## src/rtl/pio_pkg.sv

```systemverilog
package pio_pkg;
  localparam int unsigned PIO_W = 2;

  typedef struct packed {
    logic             latchWr;
    logic [PIO_W-1:0] latchData;
    logic [PIO_W-1:0] pulseOn;
    logic             actClr;
  } pio_strb_t;
endpackage

```

## src/rtl/pio_filter.sv

```systemverilog
module pio_filter #(
  parameter int unsigned FILT_TICKS = 10
) (
  input  logic clk,
  input  logic rst_n,
  input  logic tick,
  input  logic rawIn,
  input  logic actClr,
  output logic level,
  output logic act
);
  localparam int unsigned CNT_W = (FILT_TICKS > 1) ? $clog2(FILT_TICKS) : 1;
  localparam logic [CNT_W-1:0] LAST = CNT_W'(FILT_TICKS - 1);
  localparam int unsigned MIS_W = $clog2(FILT_TICKS + 1);
  localparam logic [MIS_W-1:0] MIS_MAX = MIS_W'(FILT_TICKS);

  logic syncA, syncB, filt, actQ;
  logic [CNT_W-1:0] cnt;
  logic accept;

  assign accept = (syncB != filt) && tick && (cnt == LAST);

  always_ff @(posedge clk) begin
    syncA <= rawIn;
    syncB <= syncA;
    if (!rst_n) begin
      filt <= syncB;
      cnt  <= '0;
      actQ <= 1'b0;
    end else begin
      if (syncB == filt) begin
        cnt <= '0;
      end else if (tick) begin
        if (cnt == LAST) begin
          filt <= syncB;
          cnt  <= '0;
        end else begin
          cnt <= cnt + 1'b1;
        end
      end
      if (accept)      actQ <= 1'b1;
      else if (actClr) actQ <= 1'b0;
    end
  end

  assign level = filt;
  assign act   = actQ;

  // Independent count of mismatched cycles, used only by the check below.
  logic [MIS_W-1:0] misCyc;
  always_ff @(posedge clk) begin
    if (!rst_n || syncB == filt) misCyc <= '0;
    else if (misCyc != MIS_MAX)  misCyc <= misCyc + 1'b1;
  end

  // an accepted change was preceded by enough mismatched cycles
  p_filter_min_r4: assert property (@(posedge clk) disable iff (!rst_n)
    ($past(rst_n) && !$stable(filt)) |-> ($past(misCyc) >= MIS_W'(FILT_TICKS - 1)));

  // activity holds until cleared
  p_act_sticky_r5: assert property (@(posedge clk) disable iff (!rst_n)
    (actQ && !actClr) |=> actQ);
endmodule

```

## src/rtl/pio_control.sv

```systemverilog
module pio_control
  import pio_pkg::*;
#(
  parameter int unsigned PULSE_TICKS = 500000
) (
  input  logic             clk,
  input  logic             rst_n,
  input  logic             supplyOk,
  input  logic             usTick,
  input  logic             outWrEn,
  input  logic [PIO_W-1:0] outWrData,
  input  logic             pulseStart,
  input  logic [PIO_W-1:0] pulseSel,
  input  logic             actClr,
  output pio_strb_t        strb
);
  localparam int unsigned PC_W = (PULSE_TICKS > 1) ? $clog2(PULSE_TICKS) : 1;
  localparam logic [PC_W-1:0] PLAST = PC_W'(PULSE_TICKS - 1);

  logic [PIO_W-1:0] run;
  logic [PC_W-1:0]  pcnt;
  logic             startOk;
  logic             busy;

  assign busy    = |run;
  assign startOk = pulseStart && supplyOk && !busy && (|pulseSel);

  always_ff @(posedge clk) begin
    if (!rst_n) begin
      run  <= '0;
      pcnt <= '0;
    end else if (startOk) begin
      run  <= pulseSel;
      pcnt <= '0;
    end else if (busy && usTick) begin
      if (pcnt == PLAST) begin
        run  <= '0;
        pcnt <= '0;
      end else begin
        pcnt <= pcnt + 1'b1;
      end
    end
  end

  always_comb begin
    strb.latchWr   = outWrEn;
    strb.latchData = outWrData;
    strb.pulseOn   = run;
    strb.actClr    = actClr;
  end

  // without supply an idle sequencer stays idle
  p_nosupply_r7: assert property (@(posedge clk) disable iff (!rst_n)
    (!busy && !supplyOk) |=> (run == '0));

  // a running pulse keeps its pin set until its last tick
  p_busy_ignore_r8: assert property (@(posedge clk) disable iff (!rst_n)
    (busy && !(usTick && pcnt == PLAST)) |=> (run == $past(run)));
endmodule

```

## src/rtl/pio_datapath.sv

```systemverilog
module pio_datapath
  import pio_pkg::*;
#(
  parameter int unsigned FILT_TICKS = 10
) (
  input  logic             clk,
  input  logic             rst_n,
  input  logic             polStrap,
  input  logic             usTick,
  input  logic [PIO_W-1:0] pinIn,
  input  pio_strb_t        strb,
  input  logic [PIO_W-1:0] condMask,
  input  logic [PIO_W-1:0] condPol,
  input  logic             condSrc,
  output logic [PIO_W-1:0] pinPullDn,
  output logic [PIO_W-1:0] pinLevel,
  output logic [PIO_W-1:0] actFlag,
  output logic             condMatch
);
  logic [PIO_W-1:0] outLatch;
  logic [PIO_W-1:0] hit;

  always_ff @(posedge clk) begin
    if (!rst_n)            outLatch <= {PIO_W{polStrap}};
    else if (strb.latchWr) outLatch <= strb.latchData;
  end

  assign pinPullDn = ~(outLatch ^ strb.pulseOn);

  for (genvar i = 0; i < PIO_W; i++) begin : g_pin
    pio_filter #(.FILT_TICKS(FILT_TICKS)) u_filt (
      .clk    (clk),
      .rst_n  (rst_n),
      .tick   (usTick),
      .rawIn  (pinIn[i]),
      .actClr (strb.actClr),
      .level  (pinLevel[i]),
      .act    (actFlag[i])
    );
    assign hit[i] = condMask[i] & (condSrc ? actFlag[i] : (pinLevel[i] == condPol[i]));
  end

  assign condMatch = |hit;

  // first cycle after reset shows the strap level in the latch
  p_strap_reset_r2: assert property (@(posedge clk) disable iff (!rst_n)
    !$past(rst_n) |-> (outLatch == {PIO_W{$past(polStrap)}}));
endmodule

```

## src/rtl/pio_channel.sv

```systemverilog
module pio_channel
  import pio_pkg::*;
#(
  parameter int unsigned FILT_TICKS  = 10,
  parameter int unsigned PULSE_TICKS = 500000
) (
  input  logic             clk,
  input  logic             rst_n,
  input  logic             polStrap,
  input  logic             supplyOk,
  input  logic             usTick,
  input  logic [PIO_W-1:0] pinIn,
  input  logic             outWrEn,
  input  logic [PIO_W-1:0] outWrData,
  input  logic             pulseStart,
  input  logic [PIO_W-1:0] pulseSel,
  input  logic             actClr,
  input  logic [PIO_W-1:0] condMask,
  input  logic [PIO_W-1:0] condPol,
  input  logic             condSrc,
  output logic [PIO_W-1:0] pinPullDn,
  output logic [PIO_W-1:0] pinLevel,
  output logic [PIO_W-1:0] actFlag,
  output logic             condMatch
);
  pio_strb_t strb;

  pio_control #(.PULSE_TICKS(PULSE_TICKS)) u_ctrl (
    .clk        (clk),
    .rst_n      (rst_n),
    .supplyOk   (supplyOk),
    .usTick     (usTick),
    .outWrEn    (outWrEn),
    .outWrData  (outWrData),
    .pulseStart (pulseStart),
    .pulseSel   (pulseSel),
    .actClr     (actClr),
    .strb       (strb)
  );

  pio_datapath #(.FILT_TICKS(FILT_TICKS)) u_dp (
    .clk       (clk),
    .rst_n     (rst_n),
    .polStrap  (polStrap),
    .usTick    (usTick),
    .pinIn     (pinIn),
    .strb      (strb),
    .condMask  (condMask),
    .condPol   (condPol),
    .condSrc   (condSrc),
    .pinPullDn (pinPullDn),
    .pinLevel  (pinLevel),
    .actFlag   (actFlag),
    .condMatch (condMatch)
  );
endmodule

```

## config.mk

```make
export PLATFORM = sky130hd
export DESIGN_NAME = pio_channel
export DESIGN_NICKNAME = d
export VERILOG_FILES = /design/src/rtl/pio_pkg.sv /design/src/rtl/pio_filter.sv /design/src/rtl/pio_control.sv /design/src/rtl/pio_datapath.sv /design/src/rtl/pio_channel.sv
export SDC_FILE = /design/constraint.sdc
export NUM_CORES = 1
export LEC_CHECK = 0
export ABC_AREA = 0
export BUFFER_PORTS_ARGS = -buffer_cell sky130_fd_sc_hd__buf_2
export CORE_AREA = 5 5 71 73
export DETAILED_ROUTE_END_ITERATION = 8
export DIE_AREA = 0 0 76 78
export SLEW_MARGIN = 20
export SYNTH_ARGS = -nofsm -noshare
export SYNTH_HDL_FRONTEND = slang
export SYNTH_SLANG_ARGS = --single-unit
```

## constraint.sdc

```tcl
create_clock -name clk -period 3.4 [get_ports clk]
set_input_delay 0.68 -clock clk [delete_from_list [all_inputs] [get_ports clk]]
set_output_delay 0.68 -clock clk [all_outputs]
set_load 0.01 [all_outputs]
```

-- Word level (Yosys, flattened, before mapping)
Index checks and enable logic that the tools add are counted.
- $add $sub $neg: 3
- equality and inequality tests: 15
- muxes and demuxes: 21
- bitwise logic cells: 5
- reduce and logical (&&, ||, !) cells: 22
- operators with widths (kind ; count):
    19-bit by 1-bit adder with 19-bit output, second input constant ; 1
    19-bit equality test, second input constant ; 1
    19-bit 2-to-1 mux ; 1
    1-bit 2-to-1 mux ; 13
    2-bit OR reduction ; 6
    2-bit 2-to-1 mux ; 5
    4-bit by 1-bit adder with 4-bit output, second input constant ; 2
    4-bit equality test, second input constant ; 2
    1-bit logical AND ; 8
    4-bit 2-to-1 mux ; 2
    2-bit by 1-bit inequality test with 1-bit output, second input constant ; 4
    2-bit nonzero test ; 4
    3-bit AND reduction ; 2
    1-bit equality test ; 4
    2-bit inequality test, second input constant ; 2
    1-bit bitwise AND ; 2
    1-bit inequality test ; 2
    2-bit NOT ; 1
    2-bit AND reduction ; 1
    2-bit bitwise XOR ; 1
    1-bit zero test ; 1
    1-bit NOT ; 1
- register bits: 39
- input port bits: 19
- output and inout port bits: 7
- word-level logic and storage cells: 79

-- Depth between registers and ports, before layout
Gate-level depths: netlist (run 1).
- word-level depth: 6
- mapped depth: 6
- gate-level depth less buffers: 5

-- Hierarchy
From an unflattened synthesis (run 1), not the netlist that was laid out.
- cells, all modules: 193
- area total of the unflattened synthesis: 1845.5 µm²
- by module, submodules not included (module ; times used ; cells each ; area an instance (µm²) ; sequential area each (µm²)):
    pio_control ; 1 ; 116 ; 1063.5 ; 420.4
    pio_filter ; 2 ; 30 ; 314.1 ; 170.2
    pio_datapath ; 1 ; 17 ; 153.9 ; 60.1

-- Least setup slack after synthesis (run 1)
No wires, ideal clock.
- path kind: input to register
- from: input usTick
- to: register u_ctrl.pcnt[17]
- library setup time: 70 ps
- arrival: 2174 ps
- required time: 3330 ps
- slack: 1156 ps
- stages: 6
- buffers on the path: 2
- cells stage by stage: buf_4 -> o211ai_2 -> or4_1 -> buf_2 -> or4_1 -> a21oi_1
- cells in the longest elaborated chain, start to end: 1
- ends and longest elaborated chain (item ; line ; source):
    from (decl) ; pio_channel.sv:11 ; input logic usTick,
    1-bit logical AND ; pio_control.sv:35 ; end else if (busy && usTick) begin
    to (signal assigned) ; pio_control.sv:40 ; pcnt <= pcnt + 1'b1;
    to (decl) ; pio_control.sv:21 ; logic [PC_W-1:0] pcnt;
Every way passes these cells.
A chain may end at the register's enable or synchronous reset.

-- Final worst setup path (run 1)
Ends and elaborated chain as after synthesis.

==> results of run 1 <==
==> stage by stage <==
stage	setup WS [ns]	utilization, %	instances	total power (W)	area (um2)
2_1_floorplan	1.16	-	196	0.000534	1790
3_3_place_gp	0.976	44.6	263	0.000556	1910
3_5_place_dp	0.939	44.6	263	0.000557	1910
4_1_cts	1.20	47.0	271	0.000907	2020
5_1_grt	1.09	47.0	271	0.000933	2020
6_report	1.26	47.0	271	0.000896	2020
==> kinds of logic after synthesis <==
| logic type | share of synthesized area, % |
|---|---|
| and+or+nand+nor | 24.7 |
| DFF | 45.9 |
| AOI/OAI and AO/OA | 13.4 |
| xor gates and xnor gates | 10.3 |
| buffers and inverters | 4.41 |
| muxes | 0.560 |
| adders and majority gates | 0.700 |
==> flip-flops by register name (all words and copies together) (netlist names) <==
name,cells
u_ctrl.pcnt,19
u_dp.g_pin.u_filt.cnt,8
u_ctrl.run,2
u_dp.g_pin.u_filt.act,2
u_dp.g_pin.u_filt.level,2
u_dp.g_pin.u_filt.syncA,2
u_dp.g_pin.u_filt.syncB,2
u_dp.outLatch,2
==> area by class of cell <==
type                    instances  area, um2
well taps                      52       65.1
repair buffers                 25        125
clock buffers                   7       96.3
flip-flops and latches         39        821
multi-input cells             143        888
inverters                       4       15.0
fillers                       429       2280
clock inverters                 1       7.51
==> cells in the mapped netlist, types with 2 or more instances <==
library cell  number  area, um2
nand2_1           13       48.8
buf_2              3       15.0
inv_1              4       15.0
xnor2_1           15        131
o31ai_1            3       22.5
or3_1              8       50.1
nand2b_1           6       37.5
xor2_1             6       52.6
nor3b_1            2       15.0
nor4_1             2       12.5
or4_1              4       30.0
edfxtp_1           4        120
o21ai_1            3       15.0
nor2_1            21       78.8
nor4b_1            3       26.3
o21ai_0            9       45.0
o21a_1             2       15.0
nor3_1             4       20.0
nand4_1            5       31.3
a21oi_1           12       60.1
dfxtp_1           35        701
nor2b_1            6       37.5
buf_4              6       45.0
a21boi_1           2       15.0
nand3_1            5       25.0
==> path summary, 6_finish.rpt <==
| check | from | to | slack, ns | cells after the start |
|---|---|---|---|---|
| worst max-delay path | usTick | u_ctrl.pcnt[17] | 1.26 | 5 |
| worst min-delay path | u_dp.g_pin[1].u_filt.syncA | u_dp.g_pin[1].u_filt.syncB | 0.34 | 0 |
| worst min register to register | u_dp.g_pin[1].u_filt.syncA | u_dp.g_pin[1].u_filt.syncB | 0.34 | 0 |
| worst max register to register | u_ctrl.pcnt[5] | u_ctrl.pcnt[6] | 1.26 | 4 |
==> where the power goes <==
group          leakage [nW]  internal (W)  switching (W)
Combinational         0.338     0.0000277      0.0000323
Sequential            0.324      0.000475     0.00000964
Clock                0.0505      0.000185       0.000166
==> per-layer routing <==
metal  track usage [%]  routed length [um]
met4              6.94                  85
met1              15.0                1540
met5                 0                   0
met3              4.05                 184
met2              19.8                1630
==> reports/results.txt, run 1 <==
number of vias per cell = 5.19
Worst path max stage delay = 0.69 ns
Slowest-stage cell, CP = or4_1
share of the yosys chip area belonging to registers = 45.9%
Worst EP arrival = 2.37 ns
Post-Syn Area per Cell = 9.12 um2
status = finished, final reports clean
post-DR wirelength/cell = 12.7 um
setup TNS = 0 ns
worst-case clock buffer depth = 2
most frequent cells in the layout = dfxtp_1 (35), buf_2 (25), nor2_1 (21)
crit-path leading delay family = simple AND/OR/NAND/NOR gates
Slew HR = 51.5%
Tcrit/Tclk final = 63.0%
Total GRT Usage = 12.5%
commonest non-fill, non-tap cell in the layout = dfxtp_1
VDD IR max = 0.249 mV
pins over their slew limit = 0
Worst-Margin Slew = 0.727 ns
clock transition at the registers of the reported paths = 0.08 ns
CP Class = in2reg
post-synthesis register bit count = 39
CTS tree = built
Post-CTS Setup Bufs = 0
n_diodes = 0
RSZ-0062 raised after global routing = no
cell leakage power = 0.713 nW
Final Wtd Congestion = 0.757
initial antenna violation count = 0
Skew-Pair Late Insertion Delay = 0.30 ns
startpoint types = primary input
final wirelength = 3440 um
DIE AREA = 5930 um2
worst-case clock skew = 0.0130 ns
Worst setup EP type = register
H-tree levels = 2
synthesized cell area = 1790 um2
asr flop ratio synth = 0%
PortBufs = 25
io pins = 26
CTS root buf = clkbuf_8
Nets = 238
Die Height = 78 um
DR DRC count = 0
post-CTS resize count = 0
Initial Utilization = 41.6%
Yosys Warn Count = 0
crit path buf inv count = 1
global-route wire length before repair = 6010 um
Vias = 1407
Required @ worst endpoint = 3.63 ns
critical path fanouts, max = 10
Net Count, Synth = 216
Tmin final = 2.14 ns
First-pass DRT Iterations = 4
# Max-Cap Violations = 0
Hold Buf Count CTS = 0
Max Freq = 467 MHz
total CTS buffers = 5
largest net degree at the start of global routing = 18
Fin Hold WS = 0.339 ns
P&R area growth vs syn = 12.9%
Hold Path Class = reg2reg
total grt overflow = 0
Site Rows = 24
Core Region = 4290 um2
initial DRC count = 57
final hold vios = 0
final setup vio count = 0
post-synthesis cell count = 196
antenna viol nets, final = 0
crit path cell chain = buf_2 > o211ai_2 > or4_1 > or4_1 > a21oi_1
die width = 76 um
Pwr per Cell Area = 444 nW/um2
most frequent CP cell = or4_1
post-synthesis cell type count = 38
EDFF count, synth = 4
Post-DP HPWL = 2490 um
top_reg_cell synth = dfxtp_1
vias in the first global route = 1324
share of layout cells above drive strength 1 = 16.4%
Sink Count = 39
Note: power is estimated with default switching activity, not from simulation.
==> inputs of run 2 (changes only) <==
==> constraint.sdc (replaced) <==
create_clock -name clk -period 2 [get_ports clk]
set_input_delay 0.4 -clock clk [delete_from_list [all_inputs] [get_ports clk]]
set_output_delay 0.4 -clock clk [all_outputs]
set_load 0.01 [all_outputs]
==> run 2 against run 1 <==
Effect of this change: worst setup slack worse by 1.1 ns; clock skew is 0.0076 ns lower; power is 75% higher; sequential power is 69% higher; routed wire length is 1.5% higher; global-route usage hardly changed; clock-buffer cell count is 2 lower; final cell count is 5.5% higher; clock power is 80% higher; via count is 2.3% higher; non-clock buffer count is 15 higher.
==> reports/results.txt, run 2 (synthesis gave the netlist of run 1 again) <==
CP Class = reg2reg
Initial Utilization = 41.6% (unchanged)
setup slack after layout = 0.167 ns (-1.09 ns)
Hold Path Class = in2reg
Slew HR = 75.7% (+24 points)
Final Wtd Congestion = 0.711 (-6.1%)
antenna viol nets, final = 0 (unchanged)
Met3 Wirelength = 185 um (+0.54%)
Setup crit start = u_ctrl.pcnt[0]
reg2reg start = u_ctrl.pcnt[0]
pins over their slew limit = 0 (unchanged)
most frequent cells in the layout = dfxtp_1 (35), buf_2 (25), nor2_1 (21)
Post-CTS Setup Bufs = 0 (unchanged)
Sink Count = 39 (unchanged)
PortBufs = 25 (unchanged)
vias in the first global route = 1396 (+5.4%)
Tmin final = 1.83 ns
max reg flops = 19 (unchanged)
worst-case clock skew = 0.00544 ns (-0.00759 ns)
Nets = 253 (+6.3%)
commonest non-fill, non-tap cell in the layout = dfxtp_1
critical path fanouts, max = 6 (-4)
Tcrit/Tclk final = 91.7%
n_diodes = 0 (unchanged)
First-pass DRT Iterations = 4 (unchanged)
initial antenna violation count = 0 (unchanged)
setup TNS = 0 ns (unchanged)
total grt overflow = 0 (unchanged)
worst-case clock buffer depth = 2 (unchanged)
RSZ-0062 raised after global routing = no
metal2 WL = 1660 um (+2.0%)
final hold vios = 0 (unchanged)
CTS root buf = clkbuf_8
worst r2r path cells = 5 (+1)
global-route wire length before repair = 6150 um (+2.4%)
status = finished, final reports clean
Total GRT Usage = 12.5% (+0.027 points)
cell leakage power = 0.790 nW (+11%)
hold path depth = 1 (+1)
min-delay src = pinIn[1]
H-tree levels = 2 (unchanged)
Required @ worst endpoint = 2.23 ns (-1.40 ns)
io pins = 26 (unchanged)
VDD IR max = 0.324 mV (+30%)
# fillers = 408 (-4.9%)
Hold Buf Count CTS = 0 (unchanged)
Worst EP arrival = 2.06 ns (-0.31 ns)
Top reg by flops = u_ctrl.pcnt
total CTS buffers = 5 (unchanged)
startpoint types = register
share of layout cells above drive strength 1 = 21.4% (+4.9 points)
Vias = 1439 (+2.3%)
Worst-Margin Slew = 0.359 ns (-0.368 ns)
Max Freq = 545 MHz
Die Height = 78 um (unchanged)
CTS tree = built
Core Region = 4290 um2 (unchanged)
die width = 76 um (unchanged)
number of vias per cell = 5.03 (-3.1%)
Pwr per Cell Area = 734 nW/um2 (+65%)
P&R area growth vs syn = 19.4%
final wirelength = 3490 um (+1.5%)
largest net degree at the start of global routing = 14 (-4)
Skew-Pair Late Insertion Delay = 0.29 ns (about the same)
clock transition at the registers of the reported paths = 0.08 ns (about the same)
biggest regs = u_ctrl.pcnt (19), u_dp.g_pin.u_filt.cnt (8)
DIE AREA = 5930 um2 (unchanged)
# Max-Cap Violations = 0 (unchanged)
dpl ws = 0.0695 ns (-0.870 ns)
post-DR wirelength/cell = 12.2 um (-3.8%)
final setup vio count = 0 (unchanged)
Worst setup EP type = register
initial DRC count = 41 (-28%)
Site Rows = 24 (unchanged)
Post-DP HPWL = 2680 um (+7.6%)
post-CTS resize count = 0 (unchanged)
Highest Signal Layer = met4
DRT met1 WL = 1600 um (+4.1%)
DR DRC count = 0 (unchanged)
run 2: cell types whose count changed in the layout (fill, tap and decap cells not counted):
cell / previous run / this run
buf_4: 0 / 15
clkbuf_8: 7 / 5
bufinv_16: 0 / 1
clkinv_1: 0 / 1
clkinv_2: 0 / 1
clkinvlp_4: 1 / 0
run 2: power breakdown:
part	internal [W]	total (W)	leakage, nW	switching (W)
Clock	0.000365	0.000633	0.0556	0.000268
Combinational	0.0000546	0.000114	0.410	0.0000594
Sequential	0.000808	0.000821	0.324	0.0000125
Total	0.00123	0.00157	0.790	0.000340
run 2: final timing paths:
kind,slack (ns),to
min reg2reg,0.33,u_dp.g_pin[1].u_filt.syncB
max reg2reg,0.17,u_ctrl.pcnt[18]
max,0.17,u_ctrl.pcnt[18]
min,0.21,u_dp.g_pin[1].u_filt.syncA
run 2: final cells by class:
cell class | count | area, um2 | share of cell area [%]
Clock buffer | 5 | 68.8 | 3.22
Inverter | 4 | 15.0 | 0.703
Sequential cell | 39 | 821 | 38.5
Tap cell | 52 | 65.1 | 3.05
Multi-Input combinational cell | 143 | 888 | 41.6
Timing Repair Buffer | 40 | 238 | 11.1
Clock inverter | 3 | 38.8 | 1.82
run 2: worst max-delay path, stage by stage, from the launching register on:
cell and delay, ns:
dfxtp_1 0.38, ha_1 0.21, o2111ai_1 0.15, or3_1 0.47
or4_1 0.42, a21oi_1 0.14
run 2: per-layer routing:
metal  global-route usage, %  vias to the layer above
met4                    4.27                        0
met1                    15.4                      650
met5                       0                        -
li1                        -                      760
met2                    20.1                       25
met3                    4.75                        4
run 2: per-stage QoR:
| step | total power, W | utilization (%) | hold WS [ns] | cell area, um2 | cells |
|---|---|---|---|---|---|
| 2_1_floorplan | 0.000908 | - | 0.310 | 1790 | 196 |
| 6_report | 0.00157 | 49.7 | 0.211 | 2130 | 286 |
| 4_1_cts | 0.00160 | 49.7 | 0.199 | 2130 | 286 |
| 3_3_place_gp | 0.000953 | 47.2 | 0.316 | 2030 | 278 |
| 3_5_place_dp | 0.000955 | 47.2 | 0.317 | 2030 | 278 |
| 5_1_grt | 0.00164 | 49.7 | 0.199 | 2130 | 286 |
